--- src/rtl/irq_fanin_pkg.sv ---
package irq_fanin_pkg;

    localparam int NUM_IRQ   = 32;
    localparam int DATA_W    = 32;
    localparam int ADDR_W    = 12;
    localparam int IDX_W     = ADDR_W - 2;
    localparam int PT_LO     = 21;
    localparam int PT_HI     = 30;
    localparam int PT_W      = PT_HI - PT_LO + 1;
    localparam int COMB_LINE = 31;

    typedef enum logic [IDX_W-1:0] {
        IDX_STATUS = 10'd0,
        IDX_RAW    = 10'd1,
        IDX_EN_SET = 10'd2,
        IDX_EN_CLR = 10'd3,
        IDX_SW_SET = 10'd4,
        IDX_SW_CLR = 10'd5,
        IDX_PT_SET = 10'd8,
        IDX_PT_CLR = 10'd9
    } reg_idx_e;

    typedef struct packed {
        logic              rd;
        logic              wr;
        logic [IDX_W-1:0]  idx;
        logic [DATA_W-1:0] wdata;
    } bus_req_t;

    // Bits that the bypass enable may hold
    function automatic logic [NUM_IRQ-1:0] pt_field_mask();
        logic [NUM_IRQ-1:0] m;
        m = '0;
        for (int i = PT_LO; i <= PT_HI; i++) begin
            m[i] = 1'b1;
        end
        return m;
    endfunction

endpackage

--- src/rtl/irq_fanin_bus.sv ---
module irq_fanin_bus
    import irq_fanin_pkg::*;
(
    input  logic              psel,
    input  logic              penable,
    input  logic              pwrite,
    input  logic [ADDR_W-1:0] paddr,
    input  logic [DATA_W-1:0] pwdata,
    output bus_req_t          req
);

    always_comb begin
        req.rd    = psel & ~penable & ~pwrite;
        req.wr    = psel & penable & pwrite;
        req.idx   = IDX_W'(paddr >> 2);
        req.wdata = pwdata;
    end

endmodule

--- src/rtl/irq_fanin_regs.sv ---
module irq_fanin_regs
    import irq_fanin_pkg::*;
(
    input  logic               clk,
    input  logic               rst,
    input  bus_req_t           req,
    input  logic [NUM_IRQ-1:0] irq_in,
    output logic [DATA_W-1:0]  prdata,
    output logic [NUM_IRQ-1:0] en_q,
    output logic [NUM_IRQ-1:0] pt_q,
    output logic [NUM_IRQ-1:0] lvl_q,
    output logic [NUM_IRQ-1:0] en_nxt,
    output logic [PT_W-1:0]    pt_nxt_f
);

    localparam logic [NUM_IRQ-1:0] PT_MASK = pt_field_mask();

    logic [NUM_IRQ-1:0] pt_nxt;
    logic [DATA_W-1:0]  rd_val;
    logic               wr_nonzero;

    assign wr_nonzero = |req.wdata;

    always_comb begin
        en_nxt = en_q;
        pt_nxt = pt_q;
        if (req.wr) begin
            case (req.idx)
                IDX_EN_SET: en_nxt = en_q | req.wdata;
                IDX_EN_CLR: en_nxt = en_q & ~req.wdata;
                IDX_SW_SET: if (wr_nonzero) en_nxt[0] = 1'b1;
                IDX_SW_CLR: if (wr_nonzero) en_nxt[0] = 1'b0;
                IDX_PT_SET: pt_nxt = pt_q | (req.wdata & PT_MASK);
                IDX_PT_CLR: pt_nxt = pt_q & ~req.wdata;
                default: ;
            endcase
        end
    end

    assign pt_nxt_f = pt_nxt[PT_HI:PT_LO];

    always_comb begin
        case (req.idx)
            IDX_STATUS: rd_val = lvl_q & en_q;
            IDX_RAW:    rd_val = lvl_q;
            IDX_EN_SET: rd_val = en_q;
            IDX_SW_SET: rd_val = {{(DATA_W-1){1'b0}}, lvl_q[0]};
            IDX_PT_SET: rd_val = pt_q;
            default:    rd_val = '0;
        endcase
    end

    always_ff @(posedge clk) begin
        if (rst) begin
            en_q   <= '0;
            pt_q   <= '0;
            lvl_q  <= '0;
            prdata <= '0;
        end else begin
            en_q  <= en_nxt;
            pt_q  <= pt_nxt;
            lvl_q <= irq_in;
            if (req.rd) begin
                prdata <= rd_val;
            end
        end
    end

endmodule

--- src/rtl/irq_fanin_route.sv ---
module irq_fanin_route
    import irq_fanin_pkg::*;
(
    input  logic               clk,
    input  logic               rst,
    input  logic [NUM_IRQ-1:0] lvl_nxt,
    input  logic [NUM_IRQ-1:0] en_nxt,
    input  logic [PT_W-1:0]    pt_nxt,
    output logic [NUM_IRQ-1:0] irq_out
);

    logic [NUM_IRQ-1:0] out_d;

    for (genvar i = 0; i < NUM_IRQ; i++) begin : g_line
        if (i >= PT_LO && i <= PT_HI) begin : g_bypass
            assign out_d[i] = lvl_nxt[i] & pt_nxt[i-PT_LO];
        end else if (i == COMB_LINE) begin : g_summary
            assign out_d[i] = |(lvl_nxt & en_nxt);
        end else begin : g_tied
            assign out_d[i] = 1'b0;
        end
    end

    always_ff @(posedge clk) begin
        if (rst) begin
            irq_out <= '0;
        end else begin
            irq_out <= out_d;
        end
    end

endmodule

--- src/rtl/irq_fanin_ctrl.sv ---
module irq_fanin_ctrl
    import irq_fanin_pkg::*;
(
    input  logic               clk,
    input  logic               rst,
    input  logic               psel,
    input  logic               penable,
    input  logic               pwrite,
    input  logic [ADDR_W-1:0]  paddr,
    input  logic [DATA_W-1:0]  pwdata,
    output logic [DATA_W-1:0]  prdata,
    input  logic [NUM_IRQ-1:0] irq_in,
    output logic [NUM_IRQ-1:0] irq_out
);

    bus_req_t           req;
    logic [NUM_IRQ-1:0] en_q;
    logic [NUM_IRQ-1:0] pt_q;
    logic [NUM_IRQ-1:0] lvl_q;
    logic [NUM_IRQ-1:0] en_nxt;
    logic [PT_W-1:0]    pt_nxt_f;

    irq_fanin_bus u_bus (
        .psel    (psel),
        .penable (penable),
        .pwrite  (pwrite),
        .paddr   (paddr),
        .pwdata  (pwdata),
        .req     (req)
    );

    irq_fanin_regs u_regs (
        .clk      (clk),
        .rst      (rst),
        .req      (req),
        .irq_in   (irq_in),
        .prdata   (prdata),
        .en_q     (en_q),
        .pt_q     (pt_q),
        .lvl_q    (lvl_q),
        .en_nxt   (en_nxt),
        .pt_nxt_f (pt_nxt_f)
    );

    irq_fanin_route u_route (
        .clk     (clk),
        .rst     (rst),
        .lvl_nxt (irq_in),
        .en_nxt  (en_nxt),
        .pt_nxt  (pt_nxt_f),
        .irq_out (irq_out)
    );

endmodule

--- config.mk ---
export PLATFORM = sky130hd
export DESIGN_NAME = irq_fanin_ctrl
export DESIGN_NICKNAME = d
export VERILOG_FILES = /design/src/rtl/irq_fanin_pkg.sv /design/src/rtl/irq_fanin_bus.sv /design/src/rtl/irq_fanin_regs.sv /design/src/rtl/irq_fanin_route.sv /design/src/rtl/irq_fanin_ctrl.sv
export SDC_FILE = /design/constraint.sdc
export NUM_CORES = 1
export LEC_CHECK = 0
export ABC_AREA = 1
export BUFFER_PORTS_ARGS = -buffer_cell sky130_fd_sc_hd__buf_2
export CORE_MARGIN = 5
export CORE_UTILIZATION = 45
export DETAILED_ROUTE_END_ITERATION = 10
export HOLD_SLACK_MARGIN = 0.03
export PLACE_DENSITY = 0.68
export SYNTH_ARGS = -nofsm -noshare
export SYNTH_HDL_FRONTEND = slang
export SYNTH_SLANG_ARGS = --single-unit
--- constraint.sdc ---
create_clock -name clk -period 2 [get_ports clk]
set_input_delay 0.4 -clock clk [delete_from_list [all_inputs] [get_ports clk]]
set_output_delay 0.4 -clock clk [all_outputs]
set_load 0.005 [all_outputs]
---- Word-level counts from Yosys, hierarchy flattened ----
Cells that the tools add are included.
cells by class
  add/subtract/negate cells ............... 0
  multipliers ............................. 0
  divide/modulo/power cells ............... 0
  order comparisons ....................... 0
  eq/ne operators ......................... 7
  shift-type cells ........................ 0
  muxes and demuxes ....................... 8
  bitwise gates (word level) .............. 23
  reduce and logical (&&, ||, !) cells .... 5
operator list
  operator                                                                count
  32-bit case mux with 5 select lines                                     1
  32-bit bitwise AND                                                      4
  32-bit case mux with 2 select lines                                     1
  32-bit OR reduction                                                     2
  31-bit case mux with 2 select lines                                     1
  32-bit two-way mux                                                      1
  32-bit inverter                                                         1
  32-bit by 31-bit OR with 32-bit output                                  1
  32-bit OR                                                               1
  31-bit two-way mux                                                      1
  10-bit by 2-bit equality test with 1-bit output, second input constant  2
  10-bit by 3-bit equality test with 1-bit output, second input constant  2
  10-bit by 4-bit equality test with 1-bit output, second input constant  2
  1-bit bitwise AND                                                       14
  10-bit by 1-bit equality test with 1-bit output, second input constant  1
  10-bit logical NOT                                                      1
  1-bit case mux with 4 select lines                                      1
  1-bit two-way mux                                                       2
  1-bit inverter                                                          2
  2-bit AND reduction                                                     1
  2-bit nonzero test                                                      1
storage, ports and cells
  register bits after elaboration ......... 160
  latch bits .............................. 0
  RAM bits ................................ 0
  bits in read-only memories .............. 0
  input port bits ......................... 81
  memories ................................ 0

---- Logic depth before layout (Yosys ltp) ----
Gate-level depths: netlist (run 1).
  word-level depth ........................ 6
  mapped depth ............................ 15

---- By module ----
Synthesis (run 1) repeated with hierarchy kept, for this count alone.
second synthesis, totals
  cells, all modules ...................... 1047
  area total of the unflattened synthesis .. 7074.3 µm²
by module, submodules not included
  module           times used  cells an instance  area an instance (µm²)  seq. area each (µm²)
  irq_fanin_regs   1           883                6035.8                  2562.5
  irq_fanin_route  1           117                699.4                   220.2
  irq_fanin_bus    1           47                 339.1                   0.0

---- Worst setup path before layout (run 1) ----
OpenSTA, ideal clock, no wires.
  kind .................................... input-to-reg
  from .................................... input paddr[9]
  to ...................................... register u_route.irq_out[31]
  arrival time ............................ 1.554 ns
  path slack .............................. 0.333 ns
  stages on the path ...................... 14
  buffers on the path ..................... 2
  cells stage by stage .................... nor2_1 > nand2_2 > nor2_4 > buf_6 > buf_6 > nand3_1 > nand2_1 > a21oi_1 > nor2_1 > nand2_1 > nor2_1 > nand2_1 > nand2_1 > nand2_1
on the way
  word-level cells in the longest chain between the ends .. 5
  elaborated cells on any way between the ends .. 9
RTL lines
  item                                                                                                                line                   text
  start, declared                                                                                                     irq_fanin_ctrl.sv:9    input logic [ADDR_W-1:0] paddr,
  10-bit by 3-bit equality test with 1-bit output or 10-bit by 2-bit equality test with 1-bit output (tied branches)  irq_fanin_regs.sv:28   case (req.idx)
  1-bit case mux with 4 select lines or 31-bit case mux with 2 select lines (tied branches)                           irq_fanin_regs.sv:28
  32-bit two-way mux (*)                                                                                              irq_fanin_regs.sv:27   if (req.wr) begin
  32-bit bitwise AND (*)                                                                                              irq_fanin_route.sv:18  assign out_d[i] = |(lvl_nxt & en_nxt);
  32-bit OR reduction (*)                                                                                             irq_fanin_route.sv:18
  end signal, assigned                                                                                                irq_fanin_route.sv:28  irq_out <= out_d;
  end, declared                                                                                                       irq_fanin_route.sv:9   output logic [NUM_IRQ-1:0] irq_out
Mark *: on every way between the ends. The rest lies on a longest branch, timed or not.
A chain may end at the register's enable or synchronous reset.

---- Worst setup path in the final report (run 1) ----
  from .................................... input paddr[11]
  to ...................................... register u_route.irq_out[31]
The elaborated chain is that of the path after synthesis.

==> results.md, run 1 <==
* Outcome: finished clean
* Setup crit start kind: input pin
* LEAKAGE at 4.08 nW
* Mapped Area at 6540 um2
* Leading cell types by count after synthesis: nand2_1 (264), dfxtp_1 (139), inv_1 (115)
* Share of the synthesized area in the top cell type at 0.426
* Hpwl dp at 12.9 mm
* Initial antenna violation count at 0
* Period utilization at 0.808
* CTS Buffer Depth at 2
* Cell taking the most area after synthesis: dfxtp_1
* Via count at 6534
* Power per Cell Area at 803 nW/um2
* GRT Overall Usage at 0.224
* Crit. End Element: flop
* Hold Buf Count CTS at 0
* Final estimated routing congestion in global placement at 0.826
* Register area share after synthesis at 0.426
* Post-CTS Setup Repair Bufs at 0
* Fillers at 1424
* Hold Path Stages at 3
* Unrepaired setup endpoints after global routing: false
* FF/Latch Area at 2780 um2
* IO Port Bufs at 121
* Die ar. at 17000 um2
* Power Internal at 5.12 mW
* Drt drc at 0
* Crit Path Class: input pin to flop
* Largest net degree at the start of global routing at 97
* Multi-input logic area at 2930 um2
* Final Setup Violations at 0
* Die Y at 131 um
* Crit-path cells: buf_2, nor2_2, nand2_1, nor2_4, buf_12, nand3_1, nand2_1, nand2_1, nand2_1, nand2_1, nor2_1, nand2_1, nor2_1, nand2_1, nand2_1, nand2_1
* Worst VDD drop at 0.000553 V
* Sequential power share at 0.432
* Post-synth EDFFs at 0
* Cells after DPL at 1249
* Fin crit period at 1620 ps
* Syn Area/Cell at 6.84 um2
* Io pins at 145
* Drt first pass iters at 5
* Total CTS buffers at 17
* Worst skew pair latency at 420 ps
* Final nets at 1165
* Chip width at 131 um
* Vias per inst at 5.10
* DR WL/cell at 14.5 um
* Final WL at 18.6 mm
* Ranking of synthesized cells by area: dfxtp_1 (43%), nand2_1 (15%), inv_1 (6.6%)
* Final hold viol count at 0
* Final Non-Filler Cells at 1280
* First-pass GRT wire length at 30.0 mm
* CTS sink cnt at 139
* WHS at 200 ps
* Clock transition at the registers of the reported paths at 60 ps
* Critical-path top delay cell: buf_12
* CTS tree: yes
* Ys flop type: dfxtp_1
* Max Cap Viol at 0
* Slowest stage delay, CP at 220 ps
* Area of the core at 14400 um2
* H-tree levels at 4
* Switching Fraction at 0.215
* CTS-repair resized insts at 0
* Row cnt at 44
* Psw at 1.40 mW
* Initial core utilization at 0.455
* Root buf cell: clkbuf_16
* Synth warn at 0
* Fraction of layout cells with a size suffix above 1 at 0.189
* Gate Count Post-Synth at 956
* Worst-path fanout max at 39
* CP required at 2310 ps
* Pre-CTS setup slack at -43.6 ps
* R2R cell count at 10
* CP arrival at 1930 ps
* Seq cells post-synth at 139
* N_diodes at 0
* Number of global-route vias before repair at 6097
* Final Max Tran Viols at 0
* Asr flop ratio synth at 0
* Grt ovf at 0
* Count leader, synth: nand2_1
* Logic pwr share at 0.057
* Final ANT Viol Nets at 0
* Area growth, synth to finish at 24.1%
* Clock Power Share at 0.512
* PnR worst setup slack at 384 ps
* Number of unique standard cell types used by synthesis at 28
* Clk_skew at 4.03 ps
* HP Class: input pin to flop
* Fmax at 619 MHz
* DRT iter0 DRCs at 404
* Top cell by count, worst path: nand2_1
-- cell type report --
type	instances	area share
Tap cell	184	0.0284
Inverter	122	0.0564
Sequential cell	139	0.343
Multi-Input combinational cell	637	0.362
Timing Repair Buffer	167	0.133
Clock inverter	5	0.0128
Clock buffer	26	0.0652
-- per-stage QoR --
step | cell area (um2) | util | total power, mW | TNS (ps)
2_1_floorplan | 6610 | - | 3.07 | 0
3_3_place_gp | 7480 | 0.521 | 3.24 | -103
3_5_place_dp | 7480 | 0.521 | 3.24 | -151
4_1_cts | 8110 | 0.565 | 6.56 | 0
5_1_grt | 8110 | 0.565 | 6.72 | 0
6_report | 8110 | 0.565 | 6.52 | 0
-- cell usage in the layout (no fill, tap or decap), drive strengths merged, types with 2 or more instances in the layout --
cell type  synthesis  routed
nand2            265     265
buf               56     167
dfxtp            139     139
inv              122     122
nor2              94      94
nand3             67      67
a21oi             64      64
o211ai            52      52
nand4             34      34
clkbuf            22      26
o21ai             25      25
conb               1      21
nor4               6       6
bufinv             0       3
nor3               2       2
o2111ai            2       2
clkinv             0       2
-- worst max-delay path: cells and delay by family --
kind / cells / cell delay, ps
buffers and inverters: 2 / 320
and+or+nand+nor: 14 / 1200
-- final timing paths --
kind | startpoint | end | slack, ps
min | irq_in[16] | u_regs.lvl_q[16] | 200
min reg2reg | u_regs.prdata[10] | u_regs.prdata[10] | 460
max | paddr[11] | u_route.irq_out[31] | 380
max reg2reg | u_regs.en_q[28] | u_route.irq_out[31] | 830
-- logic make-up (layout without fill, tap and decap cells) --
group                  after synthesis  after routing  share of synthesized area
buffers and inverters              200            320                      0.137
other                                1             21                   0.000574
DFF                                139            139                      0.426
AOI/OAI and AO/OA                  145            145                      0.134
and+or+nand+nor                    471            471                      0.303
-- routing by layer --
layer,share of wire,GRT usage
met1,0.44,0.286
met3,0.070,0.0447
met4,0.028,0.0986
met5,0,0
met2,0.46,0.366
-- power by group through the flow --
stage | combinational [mW] | sequential (mW) | clock [mW]
after detailed placement | 0.363 | 2.87 | 0
final | 0.370 | 2.81 | 3.34
after global routing | 0.406 | 2.82 | 3.50
after CTS | 0.366 | 2.81 | 3.38
after global placement | 0.362 | 2.87 | 0
after floorplan | 0.199 | 2.87 | 0
-- sequential cells by signal, summed over array words and instances, names as in the netlist --
signal	cells
u_route.irq_out	11
u_regs.pt_q	32
u_regs.prdata	32
u_regs.en_q	32
u_regs.lvl_q	32
(Power assumes the default switching activity.)
==> run 2, diff against run 1 <==
PLACE_DENSITY = 0.71   (was 0.68)
clock period = 1.4 ns   (was 2 ns; I/O delays follow)
==> run 2 against run 1 <==
Hold slack got worse by 130 ps. Wire length rose by 7.9%. Sequential power rose by 43%. Non-clock buffer count rose by 57. First-iteration DRC count rose by 27%. Global-route usage rose by 1.3 points. Via count rose by 6.6%. Sequential share of layout area fell by 2.7 points. Cell count rose by 4.5%. Combinational power rose by 61%. Worst setup slack got worse by 500 ps. The flow now finishes with violations (setup timing). Clock-buffer cell count fell by 8.
==> results.md, run 2 (synthesized netlist as in run 1, its figures left out) <==
* Setup crit start kind: input pin
* Max Cap Viol at 0 (unchanged)
* Outcome: finished with violations
* Clk_skew at 7.71 ps (+3.68 ps)
* Worst-path fanout max at 17 (-56%)
* LEAKAGE at 4.40 nW (+7.8%)
* Top cell by count, worst path: nand2_1
* Worst r2r src: u_regs.en_q[22]
* DR WL/cell at 15.0 um (+3.2%)
* CP required at 1720 ps (-590 ps)
* Area growth, synth to finish at 34.6%
* Hold Path Stages at 3 (unchanged)
* Failing checks: setup timing
* Crit-path cells: buf_2, nor2_2, nand2_2, nor2_4, buf_12, bufbuf_16, inv_2, o21ai_1, nand2_1, a41oi_2, nand2_1, nand3_1, nand2_1
* Initial antenna violation count at 0 (unchanged)
* Worst VDD drop at 0.000859 V (+55%)
* Io pins at 145 (unchanged)
* Total CTS buffers at 17 (unchanged)
* Final Setup Violations at 2 (+2)
* CP Launch Point: paddr[4]
* IO Port Bufs at 121 (unchanged)
* Final Util at 0.613 (+0.0478)
* Via count at 6966 (+6.6%)
* Initial core utilization at 0.455 (unchanged)
* Die ar. at 17000 um2 (unchanged)
* Row cnt at 44 (unchanged)
* Period utilization at 1.08
* Worst skew pair latency at 430 ps (about the same)
* Crit Path Class: input pin to flop
* Power per Cell Area at 1070 nW/um2 (+33%)
* Chip width at 131 um (unchanged)
* Number of global-route vias before repair at 6566 (+7.7%)
* Fraction of layout cells with a size suffix above 1 at 0.255 (+0.0659)
* Hold Startpoint: irq_in[7]
* N_diodes at 0 (unchanged)
* Fmax at 661 MHz
* Pre-CTS setup slack at -521 ps (-478 ps)
* Final nets at 1222 (+4.9%)
* Clock transition at the registers of the reported paths at 60 ps (about the same)
* GRT Overall Usage at 0.237 (+0.0133)
* CTS sink cnt at 139 (unchanged)
* Top delay family on crit path: simple AND/OR/NAND/NOR gates
* Drt first pass iters at 5 (unchanged)
* Setup TNS at -119 ps (-119 ps)
* Crit path depth at 13 (-3)
* Vias per inst at 5.21 (+2.0%)
* Fillers at 1297 (-8.9%)
* Area of the core at 14400 um2 (unchanged)
* Die Y at 131 um (unchanged)
* Fin crit period at 1510 ps
* Largest net degree at the start of global routing at 45 (-54%)
* H-tree levels at 4 (unchanged)
* Final Max Tran Viols at 0 (unchanged)
* HP Class: input pin to flop
* Worst path bufs/invs at 4 (+2)
* CP arrival at 1830 ps (-100 ps)
* Critical-path top delay cell: bufbuf_16
* CTS Buffer Depth at 2 (unchanged)
* Final estimated routing congestion in global placement at 0.848 (+2.7%)
* Tot Pwr at 9.40 mW (+44%)
* CTS tree: yes
* Most frequent cells in the layout: nand2_1 (258), dfxtp_1 (139), buf_2 (121)
* Final hold viol count at 0 (unchanged)
* Hpwl dp at 13.8 mm (+6.8%)
* Final WL at 20.1 mm (+7.9%)
* Commonest non-fill, non-tap cell in the layout: nand2_1
* Slowest stage delay, CP at 290 ps (+70 ps)
* R2R cell count at 7 (-3)
* Grt ovf at 0 (unchanged)
* PnR worst setup slack at -113 ps (-497 ps)
* Hold Buf Count CTS at 0 (unchanged)
* DRT iter0 DRCs at 514 (+27%)
* First-pass GRT wire length at 31.9 mm (+6.3%)
* Drt drc at 0 (unchanged)
* Root buf cell: clkbuf_16
* Crit. End Element: flop
* Final ANT Viol Nets at 0 (unchanged)
* Unrepaired setup endpoints after global routing: true
## run 2: changes by cell type in the layout (fill, tap and decap cells not counted), sizes merged
cell / before / now
bufinv: 3 / 4
buf: 167 / 220
clkbuf: 26 / 20
clkinvlp: 0 / 4
clkinv: 2 / 6
bufbuf: 0 / 2
## run 2: where the power goes
group          switching [mW]  internal (mW)
Clock                    1.80           2.99
Combinational           0.376          0.220
Sequential             0.0140           4.00
Total                    2.19           7.21
## run 2: through the flow
step                hold WS, ps  cell area (um2)  cells
floorplan                   387             6650    976
global placement            451             7780   1287
detailed placement          452             7780   1287
CTS                        66.0             8650   1334
global route               72.3             8800   1338
finish                     74.5             8800   1338
## run 2: worst paths after layout
path	slack, ps	end
hold reg to reg	460	u_regs.prdata[4]
setup / recovery	-110	u_route.irq_out[31]
hold / removal	70	u_regs.lvl_q[7]
setup reg to reg	150	u_regs.en_q[22]
## run 2: per-layer routing
layer,track usage,share of wire
met1,0.314,0.44
met2,0.375,0.45
met3,0.0606,0.086
met4,0.0841,0.024
met5,0,0
## run 2: cell type report
type                            count  area (um2)  area share
Tap cell                          184         230      0.0262
Sequential cell                   139        2780       0.316
Inverter                          122         473      0.0537
Clock inverter                     14         195      0.0222
Multi-Input combinational cell    637        3030       0.344
Timing Repair Buffer              224        1660       0.189
Clock buffer                       18         429      0.0488
## run 2: worst register-to-register path, cell delays in order, from the launching register on
cell and delay, ps:
dfxtp_1 360, nand2_1 90, buf_4 140, buf_4 120
buf_4 120, buf_4 120, buf_4 120, a21oi_1 100
## run 2: what timing repair did
action,4_1_cts,5_1_grt
gates resized for setup,10,34
cloned,3,2
endpoints found under the setup margin,9,55
pin swaps,4,21
buffers inserted,12,4
